`config.mk`:
```
export PLATFORM = sky130hd
export DESIGN_NAME = vid_slave_timing
export DESIGN_NICKNAME = d
export VERILOG_FILES = /design/src/rtl/vst_pkg.sv /design/src/rtl/vst_trs_dec.sv /design/src/rtl/vst_pin_dec.sv /design/src/rtl/vst_cnt.sv /design/src/rtl/vst_vblank.sv /design/src/rtl/vid_slave_timing.sv
export SDC_FILE = /design/constraint.sdc
export NUM_CORES = 1
export LEC_CHECK = 0
export BUFFER_PORTS_ARGS = -buffer_cell sky130_fd_sc_hd__buf_2
export CAP_MARGIN = 20
export CELL_PAD_IN_SITES_DETAIL_PLACEMENT = 0
export CELL_PAD_IN_SITES_GLOBAL_PLACEMENT = 2
export CORE_UTILIZATION = 35
export CTS_CLUSTER_SIZE = 14
export DETAILED_ROUTE_END_ITERATION = 7
export PLACE_DENSITY_LB_ADDON = 0.1
export SYNTH_ARGS = -nofsm -noshare
export SYNTH_HDL_FRONTEND = slang
export SYNTH_SLANG_ARGS = --single-unit
```
`constraint.sdc`:
```
create_clock -name clk_i -period 2.37 [get_ports clk_i]
set_input_delay 0 -clock clk_i [delete_from_list [all_inputs] [get_ports clk_i]]
set_output_delay 0 -clock clk_i [all_outputs]
set_load 0.005 [all_outputs]
```
`src/rtl/vst_pkg.sv`:
```
package vst_pkg;
  localparam logic [2:0] MODE_EMB    = 3'b000;
  localparam logic [2:0] MODE_PIN_LO = 3'b010;
  localparam logic [2:0] MODE_PIN_HI = 3'b110;

  typedef struct packed {
    logic line_ev;
    logic frame_ev;
  } tev_t;

  function automatic logic mode_is_pin(logic [2:0] m);
    return (m == MODE_PIN_LO) || (m == MODE_PIN_HI);
  endfunction

  function automatic logic mode_is_legal(logic [2:0] m);
    return (m == MODE_EMB) || mode_is_pin(m);
  endfunction
endpackage

```
`src/rtl/vst_trs_dec.sv`:
```
module vst_trs_dec
  import vst_pkg::*;
#(
  parameter int DW = 10
) (
  input  logic          clk_i,
  input  logic          rst_ni,
  input  logic [DW-1:0] word_i,
  output tev_t          ev_o,
  output logic          f_o,
  output logic          v_o,
  output logic          h_o
);
  localparam logic [DW-1:0] W_ONES = '1;
  localparam logic [DW-1:0] W_ZERO = '0;

  logic [DW-1:0] w1_q, w2_q, w3_q;
  logic f_q, v_q, h_q;
  logic hdr, xf, xv, xh, xy_ok;
  logic [3:0] prot, prot_exp;

  always_ff @(posedge clk_i or negedge rst_ni) begin
    if (!rst_ni) begin
      w1_q <= '0;
      w2_q <= '0;
      w3_q <= '0;
    end else begin
      w1_q <= word_i;
      w2_q <= w1_q;
      w3_q <= w2_q;
    end
  end

  always_comb begin
    hdr      = (w3_q == W_ONES) && (w2_q == W_ZERO) && (w1_q == W_ZERO);
    xf       = word_i[DW-2];
    xv       = word_i[DW-3];
    xh       = word_i[DW-4];
    prot     = word_i[DW-5:DW-8];
    prot_exp = {xv ^ xh, xf ^ xh, xf ^ xv, xf ^ xv ^ xh};
    xy_ok    = hdr && word_i[DW-1] && (prot == prot_exp);
    ev_o.line_ev  = xy_ok && xh;
    ev_o.frame_ev = xy_ok && f_q && !xf;
  end

  always_ff @(posedge clk_i or negedge rst_ni) begin
    if (!rst_ni) begin
      f_q <= 1'b0;
      v_q <= 1'b1;
      h_q <= 1'b1;
    end else if (xy_ok) begin
      f_q <= xf;
      v_q <= xv;
      h_q <= xh;
    end
  end

  assign f_o = f_q;
  assign v_o = v_q;
  assign h_o = h_q;
endmodule

```
`src/rtl/vst_pin_dec.sv`:
```
module vst_pin_dec
  import vst_pkg::*;
(
  input  logic clk_i,
  input  logic rst_ni,
  input  logic hsync_i,
  input  logic field_i,
  input  logic blank_ni,
  input  logic qual_hi_i,
  output tev_t ev_o,
  output logic field_o,
  output logic ext_blank_o
);
  logic hs_q, fld_q, blk_q;
  logic qual;

  always_ff @(posedge clk_i or negedge rst_ni) begin
    if (!rst_ni) begin
      hs_q  <= 1'b0;
      fld_q <= 1'b0;
      blk_q <= 1'b0;
    end else begin
      hs_q  <= hsync_i;
      fld_q <= field_i;
      blk_q <= blank_ni;
    end
  end

  // frame edge is qualified by the hsync level seen with the field change
  always_comb begin
    qual          = qual_hi_i ? hsync_i : !hsync_i;
    ev_o.line_ev  = hs_q && !hsync_i;
    ev_o.frame_ev = fld_q && !field_i && qual;
  end

  assign field_o     = fld_q;
  assign ext_blank_o = !blk_q;
endmodule

```
`src/rtl/vst_cnt.sv`:
```
module vst_cnt
  import vst_pkg::*;
#(
  parameter int LINE_W = 10,
  parameter int PIX_W  = 12
) (
  input  logic              clk_i,
  input  logic              rst_ni,
  input  logic              en_i,
  input  tev_t              ev_i,
  output logic [LINE_W-1:0] line_o,
  output logic [PIX_W-1:0]  pix_o,
  output logic              frame_o
);
  localparam logic [LINE_W-1:0] LINE_MAX = '1;
  localparam logic [LINE_W-1:0] LINE_ONE = LINE_W'(1);
  localparam logic [PIX_W-1:0]  PIX_MAX  = '1;
  localparam logic [PIX_W-1:0]  PIX_ONE  = PIX_W'(1);

  logic [LINE_W-1:0] line_q;
  logic [PIX_W-1:0]  pix_q;
  logic              frame_q;

  always_ff @(posedge clk_i or negedge rst_ni) begin
    if (!rst_ni) begin
      line_q  <= '0;
      pix_q   <= '0;
      frame_q <= 1'b0;
    end else begin
      frame_q <= en_i && ev_i.frame_ev;
      if (en_i) begin
        if (ev_i.frame_ev) begin
          line_q <= LINE_ONE;
          pix_q  <= '0;
        end else if (ev_i.line_ev) begin
          if (line_q != LINE_MAX) line_q <= line_q + LINE_ONE;
          pix_q <= '0;
        end else if (pix_q != PIX_MAX) begin
          pix_q <= pix_q + PIX_ONE;
        end
      end
    end
  end

  assign line_o  = line_q;
  assign pix_o   = pix_q;
  assign frame_o = frame_q;
endmodule

```
`src/rtl/vst_vblank.sv`:
```
module vst_vblank #(
  parameter int LINE_W    = 10,
  parameter int HEAD_END  = 22,
  parameter int L525_BEG  = 263,
  parameter int L525_END  = 284,
  parameter int L625_BEG  = 311,
  parameter int L625_END  = 335
) (
  input  logic [LINE_W-1:0] line_i,
  input  logic              std_625_i,
  output logic              vblank_o
);
  localparam logic [LINE_W-1:0] HEAD_L = LINE_W'(HEAD_END);
  localparam logic [LINE_W-1:0] B525_L = LINE_W'(L525_BEG);
  localparam logic [LINE_W-1:0] E525_L = LINE_W'(L525_END);
  localparam logic [LINE_W-1:0] B625_L = LINE_W'(L625_BEG);
  localparam logic [LINE_W-1:0] E625_L = LINE_W'(L625_END);

  logic head, tail;

  // line 0 means not yet aligned and is blanked with the head range
  always_comb begin
    head = line_i <= HEAD_L;
    tail = std_625_i ? (line_i >= B625_L && line_i <= E625_L)
                     : (line_i >= B525_L && line_i <= E525_L);
    vblank_o = head || tail;
  end
endmodule

```
`src/rtl/vid_slave_timing.sv`:
```
module vid_slave_timing
  import vst_pkg::*;
#(
  parameter int DW     = 10,
  parameter int LINE_W = 10,
  parameter int PIX_W  = 12
) (
  input  logic              clk_i,
  input  logic              rst_ni,
  input  logic [2:0]        mode_i,
  input  logic              std_625_i,
  input  logic              blank_en_i,
  input  logic [DW-1:0]     pix_i,
  input  logic              hsync_i,
  input  logic              field_i,
  input  logic              blank_ni,
  output logic              active_o,
  output logic              blank_o,
  output logic              field_o,
  output logic              frame_o,
  output logic [LINE_W-1:0] line_o,
  output logic [PIX_W-1:0]  pix_cnt_o
);
  tev_t trs_ev, pin_ev, sel_ev;
  logic trs_f, trs_v, trs_h;
  logic pin_f, pin_blank, vblank;
  logic is_emb, is_pin, is_legal;

  assign is_emb   = mode_i == MODE_EMB;
  assign is_pin   = mode_is_pin(mode_i);
  assign is_legal = mode_is_legal(mode_i);

  vst_trs_dec #(.DW(DW)) u_trs (
    .clk_i  (clk_i),
    .rst_ni (rst_ni),
    .word_i (pix_i),
    .ev_o   (trs_ev),
    .f_o    (trs_f),
    .v_o    (trs_v),
    .h_o    (trs_h)
  );

  vst_pin_dec u_pin (
    .clk_i       (clk_i),
    .rst_ni      (rst_ni),
    .hsync_i     (hsync_i),
    .field_i     (field_i),
    .blank_ni    (blank_ni),
    .qual_hi_i   (mode_i[2]),
    .ev_o        (pin_ev),
    .field_o     (pin_f),
    .ext_blank_o (pin_blank)
  );

  assign sel_ev = is_emb ? trs_ev : pin_ev;

  vst_cnt #(.LINE_W(LINE_W), .PIX_W(PIX_W)) u_cnt (
    .clk_i   (clk_i),
    .rst_ni  (rst_ni),
    .en_i    (is_legal),
    .ev_i    (sel_ev),
    .line_o  (line_o),
    .pix_o   (pix_cnt_o),
    .frame_o (frame_o)
  );

  vst_vblank #(.LINE_W(LINE_W)) u_vbl (
    .line_i    (line_o),
    .std_625_i (std_625_i),
    .vblank_o  (vblank)
  );

  always_comb begin
    if (is_emb)      blank_o = trs_v || trs_h;
    else if (is_pin) blank_o = blank_en_i ? pin_blank : vblank;
    else             blank_o = 1'b1;
  end

  assign active_o = !blank_o;
  assign field_o  = is_emb ? trs_f : pin_f;
endmodule

```
* Yosys cells after proc, flatten, opt, wreduce, memory -nomap -nowiden *
Cells that the tools add are included.

operators by class
  $mul = 0
  div/mod/pow operators = 0
  $lt $le $gt $ge = 5
  add/subtract/negate cells = 2
  mux-type cells = 13
  shift operators = 0
  bitwise operators = 4
  equality and inequality tests = 6
  reductions and logical operators = 30

operators with widths
  operator                                                            number
  2-to-1 mux 12 bit                                                   3
  2-to-1 mux 10 bit                                                   3
  greater-or-equal comparator 10 x 9 -> 1 bit, second input constant  2
  less-or-equal comparator 10 x 9 -> 1 bit, second input constant     2
  logical NOT 10 bit                                                  2
  logical AND 1 bit                                                   13
  adder 12 x 1 -> 12 bit, second input constant                       1
  != test 12 bit, second input constant                               1
  adder 10 x 1 -> 10 bit, second input constant                       1
  equality test 10 bit, second input constant                         1
  less-or-equal comparator 10 x 5 -> 1 bit, second input constant     1
  != test 10 bit, second input constant                               1
  2-to-1 mux 1 bit                                                    6
  logical NOT 1 bit                                                   5
  equality test 4 bit                                                 1
  logical OR 1 bit                                                    4
  nonzero test 2 bit                                                  2
  XOR 1 bit                                                           4
  equality test 3 x 2 -> 1 bit, second input constant                 1
  equality test 3 bit, second input constant                          1
  logical NOT 3 bit                                                   1
  AND reduction 3 bit                                                 1
  nonzero test 3 bit                                                  1
  2-to-1 mux 2 bit                                                    1
  AND reduction 2 bit                                                 1

storage, ports and cells
  memories = 0
  output and inout bits = 26
  word-level logic and storage cells = 72
  RAM bits = 0
  flip-flop bits (word level) = 59
  memory bits (read-only) = 0
  bits in latches = 0

* Longest topological paths before layout *
Gate-level depths: netlist of run 1.

  word-level depth = 10
  mapped depth = 8
  gate-level depth less buffers = 7

* Hierarchy *
From an unflattened synthesis of run 1, not the netlist that was laid out.

second synthesis, totals
  cell total of the unflattened synthesis = 238
  area, all modules = 2700.1 um2

by module, submodules not included
  module            area an instance (um2)  instances  cells each  seq. area each (um2)
  vst_cnt           1323.8                  1          143         575.6
  vst_trs_dec       1071.0                  1          62          828.3
  vst_pin_dec       108.9                   1          7           75.1
  vid_slave_timing  98.8                    1          11          0.0
  vst_vblank        97.6                    1          15          0.0

* Worst setup path before layout of run 1 *
No wires, ideal clock.

  path kind = flip-flop to flip-flop
  start point = register u_trs.w2_q[0]
  end point = register u_cnt.pix_q[7], in the netlist u_cnt.pix_o[7]
  clock period less this slack = 2.159 ns
  setup slack = 0.211 ns
  arrival = 2.033 ns
  cell stages (with the launch flop) = 7
  buffers on the path = 0
  cells stage by stage = dfrtp_1 -> or4_4 -> nor4_4 -> o211ai_1 -> o31a_1 -> and3_1 -> a221o_1

on the way
  longest elaborated chain between the ends = 10
  elaborated cells on any way between the ends = 13
  classes of those cells = mux: 3; reduce/logical: 10

RTL lines
  item                                  line                    source
  start, declared                       vst_trs_dec.sv:17       logic [DW-1:0] w1_q, w2_q, w3_q;
  start signal, assigned                vst_trs_dec.sv:29       w2_q <= w1_q;
  logical NOT 10 bit *                  vst_trs_dec.sv:35       hdr = (w3_q == W_ONES) && (w2_q == W_ZERO) && (w1_q == W_ZERO);
  logical AND 1 bit * (2 in series)     vst_trs_dec.sv:35
  logical AND 1 bit * (2 in series)     vst_trs_dec.sv:41       xy_ok = hdr && word_i[DW-1] && (prot == prot_exp);
  logical AND 1 bit (2 in series)       vst_trs_dec.sv:43       ev_o.frame_ev = xy_ok && f_q && !xf;
  2-to-1 mux 2 bit *                    vid_slave_timing.sv:55  assign sel_ev = is_emb ? trs_ev : pin_ev;
  nonzero test 3 bit (no source line)   --
  AND reduction 2 bit (no source line)  --
  end signal, assigned                  vst_cnt.sv:39           pix_q <= pix_q + PIX_ONE;
  end, declared                         vst_cnt.sv:21           logic [PIX_W-1:0] pix_q;

Every way passes the cells marked *; elsewhere a longest branch is shown, timed or not.
A chain may end at the register's enable or synchronous reset.

* Final worst setup path of run 1 *
  start point = register u_trs.w2_q[0]
  end point = register u_cnt.pix_q[3], in the netlist u_cnt.pix_o[3]

Same word-level chain as after synthesis.

==> results of run 1 <==
-- worst max-delay path, cell delays in order, from the launching register on --
cell	delay, ns
dfrtp_1	0.38
or4_4	0.54
nor4_4	0.24
o211ai_1	0.19
o31a_1	0.33
buf_4	0.20
nand2_1	0.09
o311ai_0	0.13
-- synth_stat cells (2+ instances only) --
| cell | number | area share (%) |
|---|---|---|
| dfrtp_1 | 57 | 52 |
| nand2_1 | 24 | 3.3 |
| nand3_1 | 20 | 3.7 |
| nor2_1 | 15 | 2.1 |
| a21oi_1 | 14 | 2.6 |
| nor3_1 | 14 | 2.6 |
| clkbuf_1 | 7 | 0.96 |
| inv_1 | 7 | 0.96 |
| o21ai_0 | 7 | 1.3 |
| a31oi_1 | 6 | 1.4 |
| nor4_1 | 6 | 1.4 |
| a41oi_1 | 5 | 1.6 |
| and3_1 | 5 | 1.1 |
| and4_1 | 5 | 1.6 |
| nand2b_1 | 5 | 1.1 |
| nand4_1 | 5 | 1.1 |
| nand4b_1 | 5 | 1.6 |
| xor2_1 | 5 | 1.6 |
| a21o_1 | 4 | 1.1 |
| mux2i_1 | 4 | 1.5 |
| o311ai_0 | 4 | 1.3 |
| buf_2 | 3 | 0.55 |
| ha_1 | 3 | 1.4 |
| mux2_2 | 3 | 1.2 |
| a211oi_1 | 2 | 0.55 |
| and2_1 | 2 | 0.46 |
| dfstp_2 | 2 | 1.9 |
| nor3b_1 | 2 | 0.55 |
| o2111ai_1 | 2 | 0.64 |
| o211ai_1 | 2 | 0.55 |
| o31ai_1 | 2 | 0.55 |
| or3_1 | 2 | 0.46 |
-- layout make-up --
cell class	count	area [µm²]	area share, %
multi-input combinational	188	1200	33.6
timing repair buffer	79	531	14.9
clock buffer	9	124	3.48
sequential	59	1480	41.6
inverter	7	26.3	0.739
tap	99	124	3.48
clock inverter	7	76.3	2.15
-- placed cells by master (no fill, tap or decap), types with 6 or more instances in the layout --
master and count:
nand2_1 24, a31oi_1 6, buf_4 18, nor2_1 15, a21oi_1 14, dlygate4sd3_1 15, nand3_1 20, dfrtp_1 57
clkbuf_8 9, o21ai_0 7, nor3_1 14, buf_2 45, inv_1 7, nor4_1 6
-- power by group through the flow --
stage	combinational [mW]	sequential [mW]	clock [mW]
floorplan	0.285	1.22	0
global placement	0.548	1.23	0
detailed placement	0.549	1.23	0
CTS	0.571	1.21	0.965
global route	0.652	1.24	1.02
finish	0.577	1.22	0.943
-- path summary, 6_finish.rpt --
check	startpoint	slack (ns)	depth (start not counted)	endpoint
setup / recovery	u_trs.w2_q[0]	0.14	7	u_cnt.pix_o[3]
hold / removal	pix_i[8]	0.01	2	u_trs.f_o
setup reg to reg	u_trs.w2_q[0]	0.14	7	u_cnt.pix_o[3]
hold reg to reg	u_trs.w2_q[4]	0.38	0	u_trs.w3_q[4]
max in group asynchronous	rst_ni	1.52	3	u_trs.w3_q[1]
min in group asynchronous	rst_ni	0.24	2	u_trs.w3_q[7]
-- layer usage --
| metal | GRT usage, % | vias to the layer above | part of all wire [%] |
|---|---|---|---|
| li1 | - | 1156 | - |
| met1 | 27.6 | 1125 | 50 |
| met2 | 28.1 | 51 | 44 |
| met3 | 4.21 | 5 | 4.9 |
| met4 | 6.45 | 0 | 1.1 |
| met5 | 0 | - | 0 |
-- sequential cells by signal (all words and copies together), names as in the netlist --
name	cells
u_pin.hs_q	1
u_trs.v_o	1
u_cnt.frame_o	1
u_trs.h_o	1
u_cnt.line_o	10
u_trs.w1_q	10
u_trs.w2_q	10
u_pin.blk_q	1
u_pin.field_o	1
u_cnt.pix_o	12
u_trs.w3_q	10
u_trs.f_o	1
-- kinds of logic after synthesis --
family / count (synthesis) / share of synthesized area [%]
and+or+nand+nor: 116 / 23.3
muxes: 7 / 2.71
AOI/OAI and AO/OA: 57 / 14.4
xor gates and xnor gates: 5 / 1.60
buffers and inverters: 17 / 2.48
DFF: 59 / 54.2
adders and majority gates: 3 / 1.38
-- what timing repair did --
item,4_1_cts,5_1_grt
gates resized for setup,0,4
setup buffers,0,3
endpoints found under the hold margin,41,0
hold buffers,15,0
setup endpoints to repair,0,14
==> out/results.tsv, run 1 <==
stage	metric	value	unit
synthesis	yosysWarnings	0	
synthesis	synth.ff_latch_count	59	
power	clkPwrFrac	34.5	%
synthesis	avgSynthCellArea	10.3	µm²
synthesis	seq_area_frac_synth	54.2	%
run	max_cap_viol_count	0	
clock_tree	clock-sinks	59	
power	comb_power_share	21.1	%
global_route	grt_start_max_net_pins	31	
clock_tree	clock_latency	0.34	ns
routing	dr.pass1.iters	4	
setup_path	critPathKind	flop to flop	
setup_path	crit_arrival	2.43	ns
timing	fin_worst_skew	0.00932	ns
power	switching_share	31.8	%
power	p_leak	1.58	nW
global_route	track_usage	19.1	%
routing	via_count	2337	
timing	fin_ws	0.136	ns
synthesis	synth_async_sr_flop_share	100	%
hold_path	hp-class	primary input to flop	
status	status	complete, no violations	
cells_and_area	nFillCells	724	
timing	slew_headroom	49.1	%
cells_and_area	diodes	0	
power	max-vdd-ir-drop	0.293	mV
floorplanning	ios	46	
synthesis	synthesis.nets	287	
timing	tightest_slew	0.763	ns
power	p_switching	0.869	mW
floorplanning	rows	31	
placed_design	place_ws	0.0515	ns
synthesis	ys.flop_type	dfrtp_1	
cells_and_area	instances_no_fill	448	
power	power_density	769	mW/mm²
clock_tree	clock-root-buffer	clkbuf_8	
timing	finalHoldViolCount	0	
timing	drv_slew	0	
timing	hold_ws	0.0127	ns
cells_and_area	fin_util	48.0	%
routing	routed_wl	7.07	mm
power	power.total	2.74	mW
clock_tree	cts.clk_slew.worst_paths	0.07	ns
timing	setup_viol	0	
power	p_int	1.87	mW
floorplanning	dieArea	0.00815	mm²
floorplanning	start_util	36.8	%
timing	layout_min_cycle_time	2.23	ns
clock_tree	cts_tree	built	
routing	drt_iter0_drc	89	
global_route	grt_pass1_vias	2267	
placed_design	placed_area	0.00317	mm²
global_route	antenna_found_initial	0	
placed_design	dp_cells	414	
clock_tree	cts_buffer_depth	2	
global_route	grt_pass1_wl	12.1	mm
placed_design	io_buffers	45	
clock_tree	cts_buffers	9	
routing	viasPerCell	5.22	
routing	route.detailed.drc	0	
timing	setup-tns-final	0	ns
cells_and_area	areaGrowthSynthToFinish	30.3	%
cells_and_area	drive_above_1_share	26.4	%
synthesis	synth-edff-count	0	
timing	fin_crit_sh	94.3	%
routing	wl_per_cell	15.8	µm
setup_path	start_kind	flop	
global_route	overflow	0	
placed_design	hpwl	4.97	mm
clock_tree	htreeDepth	3	
floorplanning	core-area	0.00741	mm²
floorplanning	die_y	90.3	µm
setup_path	crit_fanout	11	
power	power_frac_seq	44.5	%
synthesis	syn_area	0.00273	mm²
cells_and_area	final_nets	367	
floorplanning	die_x	90.3	µm
setup_path	critPathCaptureType	flop	
synthesis	syn_inst	264	
routing	drt.antenna.violating_nets	0	
timing	fmax	0.448	GHz
cells_and_area	final_area	0.00356	mm²
placed_design	place_congestion	0.778	
setup_path	cp_data_required_time	2.57	ns
synthesis	synth_cell_types	47	
Note: power is estimated with default switching activity, not from simulation.
==> inputs of run 2 (changes only) <==
- CORE_UTILIZATION: 35 -> 36
- HOLD_SLACK_MARGIN: default -> 0.05
- REMOVE_ABC_BUFFERS: default -> 1
- SYNTH_HIERARCHICAL: default -> 1
==> run 2 against run 1 <==
Compared with the run above:
- the flow now finishes with violations (negative setup slack)
- sequential share of layout area fell by 3.3 points
- fmax fell by 12%
- global-route usage grew 1.0 points
- power is 8.4% lower
- critical path depth increased by 3
- via count barely moved
- critical path type unchanged
- highest routed layer unchanged
==> out/results.tsv, run 2 <==
stage	metric	value	unit	change
timing	setup_viol	19		+19
timing	drv_slew	0		unchanged
synthesis	synth_async_sr_flop_share	100	%	unchanged
cells_and_area	largest_reg_flops	12		unchanged
timing	hold_ws	0.0900	ns	+0.0772 ns
timing	fin_ws	-0.171	ns	-0.306 ns
setup_path	start_kind	flop		
clock_tree	cts_buffer_depth	2		unchanged
synthesis	synth_top_family_by_area	simple AND/OR/NAND/NOR gates		
cells_and_area	final_nets	362		-1.4%
floorplanning	dieArea	0.00785	mm²	-3.7%
synthesis	yosys.area.top_type	dfrtp_1		
cells_and_area	areaGrowthSynthToFinish	43.1	%	
timing	fmax	0.394	GHz	-12%
status	violations	negative setup slack		
synthesis	synth-xor-area-share	1.62	%	+0.017 points
global_route	grt_start_max_net_pins	26		-16%
setup_path	critPathKind	flop to flop		
setup_path	cp_data_required_time	2.64	ns	+0.07 ns
synthesis	synth_cell_types	59		+26%
floorplanning	start_util	37.2	%	+0.39 points
power	max-vdd-ir-drop	0.363	mV	+24%
routing	wl_per_cell	16.6	µm	+5.4%
routing	route.detailed.drc	0		unchanged
cells_and_area	multiInputGateArea	0.00139	mm²	+16%
synthesis	synth-edff-count	0		unchanged
floorplanning	ios	46		unchanged
global_route	overflow	0		unchanged
clock_tree	htreeDepth	3		unchanged
timing	rsz0062_at_grt	true		
routing	dr.pass1.iters	4		unchanged
clock_tree	clock-root-buffer	clkbuf_8		
clock_tree	clock_latency	0.34	ns	about the same
cells_and_area	final_common_cell	dfrtp_1		
cells_and_area	drive_above_1_share	45.2	%	+19 points
cells_and_area	diodes	0		unchanged
timing	fin_crit_sh	107	%	+13 points
cells_and_area	fin_util	53.3	%	+5.3 points
routing	viasPerCell	5.26		+0.81%
setup_path	critPathCaptureType	flop		
floorplanning	die_y	88.6	µm	-1.9%
power	p_leak	1.73	nW	+10%
clock_tree	cts_buffers	9		unchanged
routing	drt_iter0_drc	65		-27%
global_route	grt_pass1_wl	11.6	mm	-4.8%
synthesis	yosys-top-cells-count	57 x dfrtp_1, 15 x nand2_1, 14 x nor2_1		
synthesis	muxShareOfSynthArea	3.57	%	+0.86 points
setup_path	crit_fanout	3		-8
clock_tree	cts_tree	built		
floorplanning	core-area	0.00725	mm²	-2.1%
synthesis	syn_area	0.00270	mm²	-1.1%
placed_design	place_ws	-0.304	ns	-0.356 ns
cells_and_area	layout_common_cells	57 x dfrtp_1, 45 x buf_2, 34 x buf_4		
placed_design	hpwl	4.93	mm	-0.83%
synthesis	synth-simple-area-share	23.8	%	+0.48 points
status	status	complete, but fails checks		
synthesis	synth_top_area_share	52.8	%	+0.56 points
floorplanning	die_x	88.6	µm	-1.9%
run	max_cap_viol_count	0		unchanged
power	power_density	649	mW/mm²	-16%
global_route	antenna_found_initial	0		unchanged
clock_tree	clock-sinks	59		unchanged
clock_tree	cts.clk_slew.worst_paths	0.07	ns	about the same
routing	routed_wl	7.39	mm	+4.5%
synthesis	synth_compound_area_share	13.4	%	-0.91 points
setup_path	crit_arrival	2.81	ns	+0.38 ns
synthesis	avgSynthCellArea	11.3	µm²	+9.8%
cells_and_area	nFillCells	674		-6.9%
timing	fin_worst_skew	0.00789	ns	-0.00142 ns
global_route	track_usage	20.1	%	+1.0 points
synthesis	synth_fa_ha_area_share	0.927	%	-0.45 points
hold_path	hp-class	primary input to asynchronous set/reset pin		
synthesis	seq_area_frac_synth	54.8	%	+0.58 points
floorplanning	rows	31		unchanged
timing	slew_headroom	68.8	%	+20 points
synthesis	ys.flop_type	dfrtp_1		
routing	drt.antenna.violating_nets	0		unchanged
synthesis	synth.ff_latch_count	59		unchanged
synthesis	syn_inst	238		-9.8%
synthesis	ys_top_cells_by_area	dfrtp_1 53%, nand2_1 2.1%, dfstp_2 1.9%, nor2_1 1.9%, nand3_1 1.9%		
placed_design	placed_area	0.00328	mm²	+3.5%
timing	layout_min_cycle_time	2.54	ns	+0.306 ns
synthesis	synth.most_common_cell	dfrtp_1		
cells_and_area	register_area	0.00148	mm²	unchanged
placed_design	io_buffers	45		unchanged
timing	setup-tns-final	-1.74	ns	-1.74 ns
timing	finalHoldViolCount	0		unchanged
synthesis	yosysWarnings	6		+6
placed_design	place_congestion	0.785		+0.91%
cells_and_area	final_area	0.00386	mm²	+8.7%
routing	via_count	2335		-0.086%
global_route	grt_pass1_vias	2276		+0.40%
timing	tightest_slew	0.465	ns	-0.299 ns
[run 2: cell count changes after synthesis, moves of 4 or more]
cell,delta
nand3_1,-10
nand2_1,-9
a21oi_1,-5
and4_1,-5
clkbuf_1,-5
nand4b_1,-4
nor3_1,-4
nor4b_1,+4
o311ai_0,-4
[run 2: routing by layer]
layer / track usage (%) / share of wire, % / vias up
met3: 5.60 / 3.3 / 10
met4: 6.01 / 1.2 / 0
li1: - / - / 1106
met1: 26.3 / 46 / 1171
met5: 0 / 0 / -
met2: 32.6 / 50 / 48
[run 2: repair_timing]
action	in CTS	in global routing
setup endpoints to repair	21	23
setup buffers	2	1
hold buffers	14	0
hold endpoints to repair	72	0
pin swaps	17	8
resized for setup	35	19
[run 2: kinds of logic after synthesis]
group / Yosys count
AND/OR/NAND/NOR: 103
flip-flops: 59
AO/OA/AOI/OAI: 48
buffers and inverters: 12
multiplexers: 9
XOR/XNOR: 5
adder cells (fa/ha/maj): 2
[run 2: critical path, cell delays in order, from the launching register on]
cell	delay (ns)
dfrtp_1	0.39
nor4_2	0.32
nand2_1	0.15
nor4_4	0.33
nand3_1	0.13
nor3b_2	0.17
mux2_4	0.19
or3b_4	0.16
nor3_2	0.05
or4_1	0.42
a21oi_2	0.14
[run 2: layout make-up]
class	count	area share [%]
sequential	59	38.3
multi-input combinational	167	36.0
timing repair buffer	96	16.9
clock buffer	11	3.92
tap	99	3.21
clock inverter	5	0.939
inverter	7	0.680
[run 2: power breakdown]
| group | internal, mW | total (mW) | leakage (nW) | switching [mW] |
|---|---|---|---|---|
| sequential | 1.08 | 1.21 | 0.722 | 0.121 |
| clock | 0.437 | 0.859 | 0.0880 | 0.422 |
| combinational | 0.215 | 0.442 | 0.923 | 0.227 |
| total | 1.74 | 2.51 | 1.73 | 0.769 |
[run 2: worst paths after layout]
kind / from / endpoint / slack (ns) / depth (start not counted)
max: u_trs/w2_q[2] / u_cnt/pix_o[11] / -0.17 / 10
min: rst_ni / u_trs/w3_q[1] / 0.09 / 2
max reg2reg: u_trs/w2_q[2] / u_cnt/pix_o[11] / -0.17 / 10
min reg2reg: u_trs/w2_q[0] / u_trs/w3_q[0] / 0.38 / 0
max in group asynchronous: rst_ni / u_trs/v_o / 1.59 / 3
min in group clk_i: pix_i[3] / u_trs/h_o / 0.27 / 5
[run 2: stage by stage]
| step | std cells | power, mW |
|---|---|---|
| final | 444 | 2.51 |
| after global placement | 411 | 1.58 |
| after CTS | 443 | 2.50 |
| after global routing | 444 | 2.65 |
| after detailed placement | 411 | 1.58 |
| after floorplan | 233 | 1.38 |
